<file path="src/rtl/cs_wait_pkg.sv">
package cs_wait_pkg;

  typedef struct packed {
    logic       dummy;
    logic       wr_en;
    logic [1:0] width;
    logic [4:0] ws;
  } cs_cfg_t;

  localparam logic [15:0] CFG_RESET = 16'h02A1;

  typedef enum logic [1:0] {ST_IDLE, ST_ACC, ST_DUMMY, ST_ERR} seq_st_e;

  // code 11 is handled as 32-bit
  function automatic logic [1:0] eff_code(input logic [1:0] c);
    return (c == 2'b11) ? 2'b10 : c;
  endfunction

  function automatic logic [31:0] port_mask(input logic [1:0] wc);
    case (wc)
      2'b00:   return 32'h0000_00FF;
      2'b01:   return 32'h0000_FFFF;
      default: return 32'hFFFF_FFFF;
    endcase
  endfunction

  function automatic logic [15:0] pack_cfg(input cs_cfg_t c);
    return {6'b0, c.dummy, 1'b0, c.wr_en, c.width, c.ws};
  endfunction

  function automatic cs_cfg_t reset_cfg();
    cs_cfg_t c;
    c.ws    = CFG_RESET[4:0];
    c.width = CFG_RESET[6:5];
    c.wr_en = CFG_RESET[7];
    c.dummy = CFG_RESET[9];
    return c;
  endfunction

endpackage

</file>
<file path="src/rtl/cs_cfg_regs.sv">
module cs_cfg_regs
  import cs_wait_pkg::*;
#(
  parameter int NUM_CS = 8,
  localparam int IDX_W = $clog2(NUM_CS)
) (
  input  logic                  clk_i,
  input  logic                  rst_ni,
  input  logic                  we_i,
  input  logic [IDX_W-1:0]      idx_i,
  input  logic [15:0]           wdata_i,
  output cs_cfg_t [NUM_CS-1:0]  cfg_o
);

  logic unused_bits;
  assign unused_bits = ^{wdata_i[15:10], wdata_i[8]};

  for (genvar g = 0; g < NUM_CS; g++) begin : g_rgn
    always_ff @(posedge clk_i or negedge rst_ni) begin
      if (!rst_ni) begin
        cfg_o[g] <= reset_cfg();
      end else if (we_i && (idx_i == IDX_W'(g))) begin
        cfg_o[g].ws    <= wdata_i[4:0];
        cfg_o[g].width <= wdata_i[6:5];
        cfg_o[g].wr_en <= wdata_i[7];
        cfg_o[g].dummy <= wdata_i[9];
      end
    end
  end

endmodule

</file>
<file path="src/rtl/cs_beat_seq.sv">
module cs_beat_seq
  import cs_wait_pkg::*;
#(
  parameter int EXT_AW = 21,
  parameter int RGN_W  = 3
) (
  input  logic              clk_i,
  input  logic              rst_ni,
  input  logic              req_i,
  input  logic              we_i,
  input  logic [1:0]        size_i,
  input  logic [RGN_W-1:0]  rgn_i,
  input  logic [EXT_AW-1:0] addr_i,
  input  logic [31:0]       wdata_i,
  input  cs_cfg_t           cfg_i,
  input  logic [31:0]       ext_rdata_i,
  output logic              cs_act_o,
  output logic [RGN_W-1:0]  rgn_o,
  output logic              oe_o,
  output logic              wr_o,
  output logic [EXT_AW-1:0] ext_addr_o,
  output logic [31:0]       ext_wdata_o,
  output logic              ready_o,
  output logic              err_o,
  output logic [31:0]       rdata_o
);

  seq_st_e           st_q;
  cs_cfg_t           cfg_q;
  logic              we_q, more_q;
  logic [RGN_W-1:0]  rgn_q;
  logic [EXT_AW-1:0] base_q;
  logic [31:0]       wdata_q, acc_q;
  logic [1:0]        beat_q;
  logic [2:0]        nbeats_q;
  logic [4:0]        cnt_q;

  logic [1:0]  wc_q, wc_in, sc_in;
  logic [2:0]  nb_in;
  logic [4:0]  shamt;
  logic [3:0]  boff;
  logic [31:0] lane;
  logic        beat_end, last_beat;

  assign wc_q  = eff_code(cfg_q.width);
  assign wc_in = eff_code(cfg_i.width);
  assign sc_in = eff_code(size_i);

  always_comb begin
    nb_in = 3'd1;
    if (sc_in > wc_in) nb_in = ((sc_in - wc_in) == 2'd1) ? 3'd2 : 3'd4;
  end

  assign shamt     = {beat_q, 3'b000} << wc_q;
  assign boff      = {2'b00, beat_q} << wc_q;
  assign lane      = (ext_rdata_i & port_mask(wc_q)) << shamt;
  assign beat_end  = (st_q == ST_ACC) && (cnt_q == cfg_q.ws);
  assign last_beat = ({1'b0, beat_q} == (nbeats_q - 3'd1));

  always_ff @(posedge clk_i or negedge rst_ni) begin
    if (!rst_ni) begin
      st_q     <= ST_IDLE;
      cfg_q    <= reset_cfg();
      we_q     <= 1'b0;
      more_q   <= 1'b0;
      rgn_q    <= '0;
      base_q   <= '0;
      wdata_q  <= '0;
      acc_q    <= '0;
      beat_q   <= '0;
      nbeats_q <= 3'd1;
      cnt_q    <= '0;
    end else begin
      case (st_q)
        ST_IDLE: if (req_i) begin
          cfg_q    <= cfg_i;
          we_q     <= we_i;
          rgn_q    <= rgn_i;
          base_q   <= addr_i;
          wdata_q  <= wdata_i;
          nbeats_q <= nb_in;
          beat_q   <= '0;
          cnt_q    <= '0;
          acc_q    <= '0;
          st_q     <= (we_i && !cfg_i.wr_en) ? ST_ERR : ST_ACC;
        end
        ST_ACC: begin
          if (!beat_end) begin
            cnt_q <= cnt_q + 5'd1;
          end else begin
            cnt_q  <= '0;
            acc_q  <= acc_q | lane;
            more_q <= !last_beat;
            if (!last_beat) beat_q <= beat_q + 2'd1;
            if (cfg_q.dummy) st_q <= ST_DUMMY;
            else if (last_beat) st_q <= ST_IDLE;
          end
        end
        ST_DUMMY: st_q <= more_q ? ST_ACC : ST_IDLE;
        default:  st_q <= ST_IDLE;
      endcase
    end
  end

  assign cs_act_o    = (st_q == ST_ACC);
  assign rgn_o       = rgn_q;
  assign oe_o        = cs_act_o && !we_q;
  assign wr_o        = cs_act_o && we_q;
  assign ext_addr_o  = base_q + EXT_AW'(boff);
  assign ext_wdata_o = wdata_q >> shamt;
  assign ready_o     = (beat_end && last_beat) || (st_q == ST_ERR);
  assign err_o       = (st_q == ST_ERR);
  assign rdata_o     = acc_q | lane;


  cnt_within_ws_chk: assert property (@(posedge clk_i) disable iff (!rst_ni)
    cs_act_o |-> (cnt_q <= cfg_q.ws));


  addr_hold_chk: assert property (@(posedge clk_i) disable iff (!rst_ni)
    (cs_act_o && !beat_end) |=> (cs_act_o && $stable(ext_addr_o)));


  dummy_gap_chk: assert property (@(posedge clk_i) disable iff (!rst_ni)
    (beat_end && cfg_q.dummy) |=> (!cs_act_o && !ready_o && !oe_o && !wr_o));


  err_no_write_chk: assert property (@(posedge clk_i) disable iff (!rst_ni)
    err_o |-> (!wr_o && !cs_act_o && ready_o));

endmodule

</file>
<file path="src/rtl/cs_wait_ctrl.sv">
module cs_wait_ctrl
  import cs_wait_pkg::*;
#(
  parameter int ADDR_W = 24,
  parameter int NUM_CS = 8,
  localparam int RGN_W  = $clog2(NUM_CS),
  localparam int EXT_AW = ADDR_W - RGN_W
) (
  input  logic              clk_i,
  input  logic              rst_ni,
  input  logic              cfg_we_i,
  input  logic [RGN_W:0]    cfg_addr_i,
  input  logic [15:0]       cfg_wdata_i,
  output logic [15:0]       cfg_rdata_o,
  input  logic              req_i,
  input  logic              we_i,
  input  logic [1:0]        size_i,
  input  logic [ADDR_W-1:0] addr_i,
  input  logic [31:0]       wdata_i,
  output logic [31:0]       rdata_o,
  output logic              ready_o,
  output logic              err_o,
  output logic [NUM_CS-1:0] mem_cs_no,
  output logic              mem_oe_no,
  output logic              mem_we_no,
  output logic [EXT_AW-1:0] mem_addr_o,
  output logic [31:0]       mem_wdata_o,
  input  logic [31:0]       mem_rdata_i
);

  cs_cfg_t [NUM_CS-1:0] cfg_all;
  logic [RGN_W-1:0]     req_rgn, act_rgn;
  logic                 cs_act, oe, wr;
  logic                 unused_cfg_lsb;

  assign unused_cfg_lsb = cfg_addr_i[0];
  assign req_rgn        = addr_i[ADDR_W-1 -: RGN_W];

  cs_cfg_regs #(.NUM_CS(NUM_CS)) u_regs (
    .clk_i   (clk_i),
    .rst_ni  (rst_ni),
    .we_i    (cfg_we_i),
    .idx_i   (cfg_addr_i[RGN_W:1]),
    .wdata_i (cfg_wdata_i),
    .cfg_o   (cfg_all)
  );

  assign cfg_rdata_o = pack_cfg(cfg_all[cfg_addr_i[RGN_W:1]]);

  cs_beat_seq #(.EXT_AW(EXT_AW), .RGN_W(RGN_W)) u_seq (
    .clk_i       (clk_i),
    .rst_ni      (rst_ni),
    .req_i       (req_i),
    .we_i        (we_i),
    .size_i      (size_i),
    .rgn_i       (req_rgn),
    .addr_i      (addr_i[EXT_AW-1:0]),
    .wdata_i     (wdata_i),
    .cfg_i       (cfg_all[req_rgn]),
    .ext_rdata_i (mem_rdata_i),
    .cs_act_o    (cs_act),
    .rgn_o       (act_rgn),
    .oe_o        (oe),
    .wr_o        (wr),
    .ext_addr_o  (mem_addr_o),
    .ext_wdata_o (mem_wdata_o),
    .ready_o     (ready_o),
    .err_o       (err_o),
    .rdata_o     (rdata_o)
  );

  assign mem_cs_no = cs_act ? ~(NUM_CS'(1) << act_rgn) : '1;
  assign mem_oe_no = !oe;
  assign mem_we_no = !wr;


  cs_onehot_chk: assert property (@(posedge clk_i) disable iff (!rst_ni)
    $onehot0(~mem_cs_no));


  strobe_excl_chk: assert property (@(posedge clk_i) disable iff (!rst_ni)
    !(!mem_oe_no && !mem_we_no));


  strobe_needs_cs_chk: assert property (@(posedge clk_i) disable iff (!rst_ni)
    (!mem_oe_no || !mem_we_no) |-> (mem_cs_no != '1));


  err_with_ready_chk: assert property (@(posedge clk_i) disable iff (!rst_ni)
    err_o |-> ready_o);

endmodule

</file>
<file path="config.mk">
export PLATFORM = sky130hd
export DESIGN_NAME = cs_wait_ctrl
export DESIGN_NICKNAME = d
export VERILOG_FILES = /design/src/rtl/cs_wait_pkg.sv /design/src/rtl/cs_cfg_regs.sv /design/src/rtl/cs_beat_seq.sv /design/src/rtl/cs_wait_ctrl.sv
export SDC_FILE = /design/constraint.sdc
export NUM_CORES = 1
export LEC_CHECK = 0
export ABC_AREA = 1
export BUFFER_PORTS_ARGS = -buffer_cell sky130_fd_sc_hd__clkbuf_2
export CAP_MARGIN = 20
export CORE_AREA = 2 2 160 162
export CTS_CLUSTER_DIAMETER = 100
export CTS_CLUSTER_SIZE = 25
export DETAILED_ROUTE_END_ITERATION = 10
export DIE_AREA = 0 0 162 164
export SLEW_MARGIN = 40
export SYNTH_ARGS = -nofsm -noshare
export SYNTH_HDL_FRONTEND = slang
export SYNTH_SLANG_ARGS = --single-unit
</file>
<file path="constraint.sdc">
create_clock -name clk_i -period 2.1 [get_ports clk_i]
set_input_delay 0 -clock clk_i [delete_from_list [all_inputs] [get_ports clk_i]]
set_output_delay 0 -clock clk_i [all_outputs]
set_load 0.05 [all_outputs]
</file>
==> run metrics, run 1 <==
H-Tree Level Count 4; CP bufs+invs 5; Slew @ Worst Pin 0.684 ns; Clock Pin Slew Worst Setup and Hold Paths 0.07 ns; routed len/inst 18.9 µm; Sequential Power Share between 10% and 20%; Slew Viols, Final 0; CTS root buffer clkbuf_16; FF+latch count, synth 182; Die Area approximately 27000 µm²; Rows 58; P&R area growth vs syn 60.8%; vias per cell 5.42; internal power 15200 µW; adder-cell share of the synthesized area roughly 1.2%; share of cells above drive strength 1 34.2%; WS Path Type reg -> out; setup TNS -18.27 ns; via count ~11000; Worst slew margin between 50% and 60%; max cap viols 0; largest net degree at the start of global routing between 60 and 70; logic gate share of total power roughly 69%; max incr delay on CP 0.57 ns; crit path DAT between 2 and 3 ns; global-route wire length before repair 55800 µm; Final min period 2.59 ns; All-Layer GR Usage 26.5%; Lkg Pwr 0.00769 µW; Synth Area in Simple Gates roughly a quarter; final net count 1825; Crit path max-delay family simple AND/OR/NAND/NOR gates; Port Buffer Count 212; post-synthesis area per instance 7.48 µm²; PnR worst setup slack -0.487 ns; worst vdd rail ir drop 1.40 mV; yosys synthesis warning count 0; Cell variety after synth 45; Post-Place Setup Slack -0.146 ns; ANT nets after route 0; DP Wirelength 22400 µm; First-pass DRT Iterations 5; GPL Wtd Cong 0.899; most frequent CP cell nand2_4; RSZ-0062 raised after global routing true; outcome complete, but fails checks; CP required 2.10 ns; sw frac between 40% and 50%; DR iter-0 viols 1195; Hold Violations, Final 0; leading area contributor after synthesis dfrtp_1; failing checks setup timing; clock insertion delay at the later pin of the skew report 0.44 ns; period utilization 123%; most common cell after layout, fill and taps aside nand2_1; top-area cell type share of the netlist area 36.3%; placeable core area 24800 µm²; CP Capture Type primary output; setup violators final 84; largest family of logic cells by synthesized area simple AND/OR/NAND/NOR gates; overall power consumption 30000 µW; CTS Buffer Depth 2; fraction of synthesized area in multiplexers 0%; Cells after Synth 1347; gr ovfl total 0; Peak Freq a little under 400 MHz; crit path cell chain nand2_2 -> nand2_4 -> buf_6 -> nand2_4 -> nand2_4 -> nand2_2 -> nand2_1 -> inv_1 -> ha_2 -> inv_2 -> nand2_4 -> nand3_4 -> nand2_4 -> buf_6 -> nand2_4 -> xor2_4 -> buf_12; ranking of synthesized cells by area dfrtp_1 36%, nand2_1 17%, dfstp_2 9.4%; CTS Buf Count 17; Clk network pwr share 11.4%; Switch Pwr ~15000 µW; initial antenna violation count 2; sequential share of the synthesized area a little under half; CTS tree done; Die Y 164 µm; die width 162 µm; Setup crit start kind flop; power per cell area 1850 nW/µm²; # DRC 0; vias in the first global route around 10000; CP max stage cell dfstp_2; most frequent cells in the layout 411 x nand2_1, 147 x o21ai_0, 145 x dfrtp_1; Initial Utilization approximately 41%; DRT Wirelength 38600 µm; compound-gate portion of the synthesized area 16.7%; post-layout util 65.3%; Worst Hold Class in -> reg; final clock skew 0.0107 ns; clk sinks 182; CP max FO 4; synthesized area 10100 µm²; xor-xnor portion of the synthesized cell area 1.91%; Ports between 200 and 250
timing repair:
action                                  4_1_cts  5_1_grt
hold buffers                                 76        2
resized for setup                           213      244
setup buffers                                15       40
hold endpoints to repair                    286        2
endpoints found under the setup margin      100       91
pin swaps                                    26       59
cloned                                        4        7
metrics by stage:
stage | cell area [µm²] | cells | hold slack [ns]
2_1_floorplan | 10300 | 1353 | -0.296
3_3_place_gp | 12400 | 1879 | -0.0614
3_5_place_dp | 12400 | 1879 | -0.0603
4_1_cts | 15000 | 2006 | 0.000920
5_1_grt | 16200 | 2046 | 0.0487
6_report | 16200 | 2046 | 0.0187
final timing paths:
check                                                   from                           end  slack, ns  cells past startpoint
worst max-delay path              u_seq.cfg_q[5]$_DFFE_PN1P_                mem_addr_o[12]      -0.49                     17
worst min-delay path                              addr_i[23]     u_seq.st_q[1]$_DFFE_PN0P_       0.02                      4
worst max register to register    u_seq.cfg_q[5]$_DFFE_PN1P_   u_seq.acc_q[15]$_DFFE_PN0P_      -0.01                     12
worst min register to register  u_seq.wdata_q[0]$_DFFE_PN0P_  u_seq.wdata_q[0]$_DFFE_PN0P_       0.49                      2
max in group asynchronous                             rst_ni  u_regs.cfg_o[71]$_DFFE_PN1P_       1.31                      3
min in group asynchronous                             rst_ni  u_seq.wdata_q[3]$_DFFE_PN0P_       0.04                      2
power groups by stage:
stage	combinational, µW	clock, µW	sequential (µW)
CTS	17700	3500	5730
floorplan	9860	0	5550
detailed placement	14700	0	5770
global placement	14600	0	5740
finish	20700	3430	5850
global route	21600	3630	5990
worst register-to-register path, cell delays in order, from the launching register on:
cell and delay, ns:
dfstp_2 0.57, buf_6 0.11, nand3_4 0.09, nand2_4 0.11, nand2_4 0.07, buf_6 0.13
buf_12 0.15, buf_12 0.13, clkbuf_16 0.17, a21o_1 0.21, buf_4 0.14, nand3_1 0.07
nand2_1 0.06
cell usage after synthesis:
| cell type | count |
|---|---|
| nand4_2 | 1 |
| xnor2_1 | 3 |
| nand3b_1 | 2 |
| nor2_4 | 3 |
| ha_1 | 8 |
| nand2_2 | 6 |
| buf_6 | 4 |
| nand2_4 | 2 |
| xor2_1 | 19 |
| o31ai_1 | 1 |
| o21ai_1 | 14 |
| nand3_2 | 3 |
| dfrtp_1 | 146 |
| o21bai_1 | 15 |
| nor3_1 | 12 |
| inv_2 | 8 |
| fa_1 | 1 |
| a221oi_1 | 4 |
| o21ai_0 | 174 |
| o221ai_1 | 1 |
| inv_1 | 101 |
| nand3_1 | 68 |
| nor4_1 | 1 |
| a22oi_1 | 13 |
| or2_1 | 2 |
| buf_4 | 9 |
| a21oi_1 | 38 |
| nand4_1 | 12 |
| dfstp_2 | 36 |
| or2_2 | 10 |
| a31oi_1 | 14 |
| nor3_2 | 1 |
| o21ai_2 | 1 |
| nor2_1 | 71 |
| o211ai_1 | 10 |
| inv_8 | 1 |
| a21o_1 | 1 |
| buf_1 | 5 |
| o21a_1 | 1 |
| clkbuf_1 | 32 |
| o2111ai_1 | 2 |
| nand2_1 | 451 |
| conb_1 | 1 |
| o22ai_1 | 14 |
| buf_2 | 25 |
per-layer routing:
layer,vias up,global-route usage (%),part of all wire [%]
met5,-,0,0
met4,0,7.76,4.3
met3,134,4.44,6.8
met2,563,44.5,50
met1,5278,35.4,39
li1,5106,-,-
kinds of logic (layout without fill, tap and decap cells):
group	count (synthesis)	count (layout)
adder cells (fa/ha/maj)	9	9
AND/OR/NAND/NOR	645	645
buffers and inverters	185	546
other	1	9
AO/OA/AOI/OAI	303	303
flip-flops	182	182
XOR/XNOR	22	22
final cells by class:
class | instances | area (µm²)
antenna | 2 | 5.00
clock buffer | 17 | 425
clock inverter | 15 | 206
fill | 1934 | 8620
inverter | 110 | 449
multi-input combinational | 986 | 5930
sequential | 182 | 4600
tap | 330 | 413
timing repair buffer | 403 | 4160
timing repair inverter | 1 | 11.3
sequential cells by signal (all words and copies together) (netlist names):
register,flops
u_regs.cfg_o,72
u_seq.acc_q,32
u_seq.base_q,21
u_seq.beat_q,2
u_seq.cfg_q,8
u_seq.cnt_q,5
u_seq.more_q,1
u_seq.nbeats_q,3
u_seq.rgn_o,3
u_seq.st_q,2
u_seq.wdata_q,32
u_seq.we_q,1
Power figures use the tool's default switching activity.
==> run 2: changes to the inputs <==
==> constraint.sdc (replaced) <==
create_clock -name clk_i -period 2.6 [get_ports clk_i]
set_input_delay 0.39 -clock clk_i [delete_from_list [all_inputs] [get_ports clk_i]]
set_output_delay 0.39 -clock clk_i [all_outputs]
set_load 0.05 [all_outputs]
==> run metrics, run 2 (same netlist as run 1, synthesis figures left out) <==
placed cells 1864; CP Capture Type primary output; final clock skew between 0.01 and 0.015 ns; die width 162 µm; vias in the first global route 9395; CTS tree done; Worst slew margin 57.5%; post-layout util roughly 57%; Lkg Pwr 0.00689 µW; global-route wire length before repair 49300 µm; DRT Wirelength 32000 µm; CTS root buffer clkbuf_16; most frequent cells in the layout 426 x nand2_1, 158 x o21ai_0, 145 x dfrtp_1; clock insertion delay at the later pin of the skew report 0.44 ns; ANT nets after route 0; DR iter-0 viols 770; Slew @ Worst Pin 0.635 ns; outcome complete, but fails checks; PnR worst setup slack -0.299 ns; top flop regs u_regs.cfg_o: 72 flops, u_seq.acc_q: 32 flops, u_seq.wdata_q: 32 flops; Worst Hold Depth 3; Final min period 2.90 ns; Initial Utilization 40.6%; initial antenna violation count 0; max cap viols 0; # DRC 0; max reg flops between 70 and 80; failing checks setup timing; WS Path Type reg -> out; placeable core area 24800 µm²; share of cells above drive strength 1 31.0%; GPL Wtd Cong 0.904; R2R depth 12; Worst Hold Class in -> reg; period utilization 112%; largest net degree at the start of global routing 91; Die Area about 27000 µm²; crit path DAT 2.51 ns; setup TNS -3.57 ns; DP Wirelength 21200 µm; Peak Freq between 300 and 400 MHz; CP max FO 3; CTS Buf Count 17; power per cell area 1500 nW/µm²; most common cell after layout, fill and taps aside nand2_1; setup violators final 19; gr ovfl total 0; worst vdd rail ir drop between 1 and 1.5 mV; Hold Violations, Final 0; Port Buffer Count about 210; vias per cell 5.23; clk sinks 182; Setup crit start kind flop; Area after DPL 12200 µm²; routed len/inst 16.7 µm; Die Y between 150 and 200 µm; P&R area growth vs syn 40.7%; largest register by flop count u_regs.cfg_o; First-pass DRT Iterations 7; final instance area 14200 µm²; RSZ-0062 raised after global routing true; Clock Pin Slew Worst Setup and Hold Paths 0.08 ns; Slew Viols, Final 0; CTS Buffer Depth 2; H-Tree Level Count 4; final net count 1703; Non-Filler Instances 1923; All-Layer GR Usage roughly a quarter; Ports 228; CP required 2.21 ns; Rows 58; via count just over 10000
==> run 2: changes by cell type in the layout (fill, tap and decap cells not counted), moves of 11 or more <==
| cell | delta |
|---|---|
| dlygate4sd3_1 | -77 |
| buf_8 | -17 |
| o21ai_4 | -17 |
| nand2_1 | +15 |
| nand2_4 | -12 |
| o21bai_2 | +12 |
| o21bai_4 | -12 |
| buf_4 | -11 |
| o21ai_0 | +11 |
==> run 2: worst max-delay path, cell delays in order (launching register included) <==
cell,delay [ns]
dfstp_2,0.58
nand3_4,0.10
a21oi_4,0.16
ha_4,0.23
a21oi_2,0.15
or2_4,0.17
nor2_4,0.04
a21oi_1,0.16
buf_4,0.16
xor2_4,0.15
buf_8,0.16
==> run 2: metrics by stage <==
stage | setup slack [ns] | power [µW] | hold WS, ns
2_1_floorplan | -0.0783 | 12400 | 0.0944
3_3_place_gp | 0.00396 | 15900 | 0.390
3_5_place_dp | 0.00238 | 16000 | 0.392
4_1_cts | -0.282 | 19900 | 0.136
5_1_grt | -0.436 | 22400 | 0.154
6_report | -0.299 | 21300 | 0.158
==> run 2: path summary, 6_finish.rpt <==
kind	start	to	slack, ns
setup / recovery	u_seq.cfg_q[5]$_DFFE_PN1P_	mem_addr_o[10]	-0.30
hold / removal	wdata_i[0]	u_seq.wdata_q[0]$_DFFE_PN0P_	0.16
setup reg to reg	u_regs.cfg_o[60]$_DFFE_PN0P_	u_seq.nbeats_q[1]$_DFFE_PN0P_	0.48
hold reg to reg	u_seq.acc_q[3]$_DFFE_PN0P_	u_seq.acc_q[3]$_DFFE_PN0P_	0.47
max in group asynchronous	rst_ni	u_regs.cfg_o[32]$_DFFE_PN1P_	1.36
min in group asynchronous	rst_ni	u_seq.wdata_q[4]$_DFFE_PN0P_	0.48
==> run 2: per-layer routing <==
layer | vias to the layer above | GRT usage [%] | wire [µm]
met4 | 0 | 7.20 | 800
met2 | 389 | 38.3 | 15200
li1 | 4858 | - | -
met3 | 59 | 2.73 | 1710
met5 | - | 0 | 0
met1 | 4748 | 32.3 | 14300
==> run 2: layout make-up <==
class,instances,area (µm²)
well taps,330,413
multi-input cells,986,5400
clock inverters,15,205
inverters,110,440
flip-flops and latches,182,4600
diodes,1,2.50
repair buffers,282,2690
clock buffers,17,425
fillers,2233,10600
==> run 2: where the power goes <==
group          internal (µW)  switching (µW)
combinational           5280            8550
clock                   1560            1250
sequential              3910             761
total                  10800           10600
==> run 2: what timing repair did <==
item / 4_1_cts / 5_1_grt
endpoints found under the setup margin: 67 / 70
pin swaps: 9 / 37
buffers inserted: 7 / 12
gates resized for setup: 120 / 205
endpoints found under the hold margin: 46 / 0
gates cloned: 2 / 4
hold buffers: 1 / 0
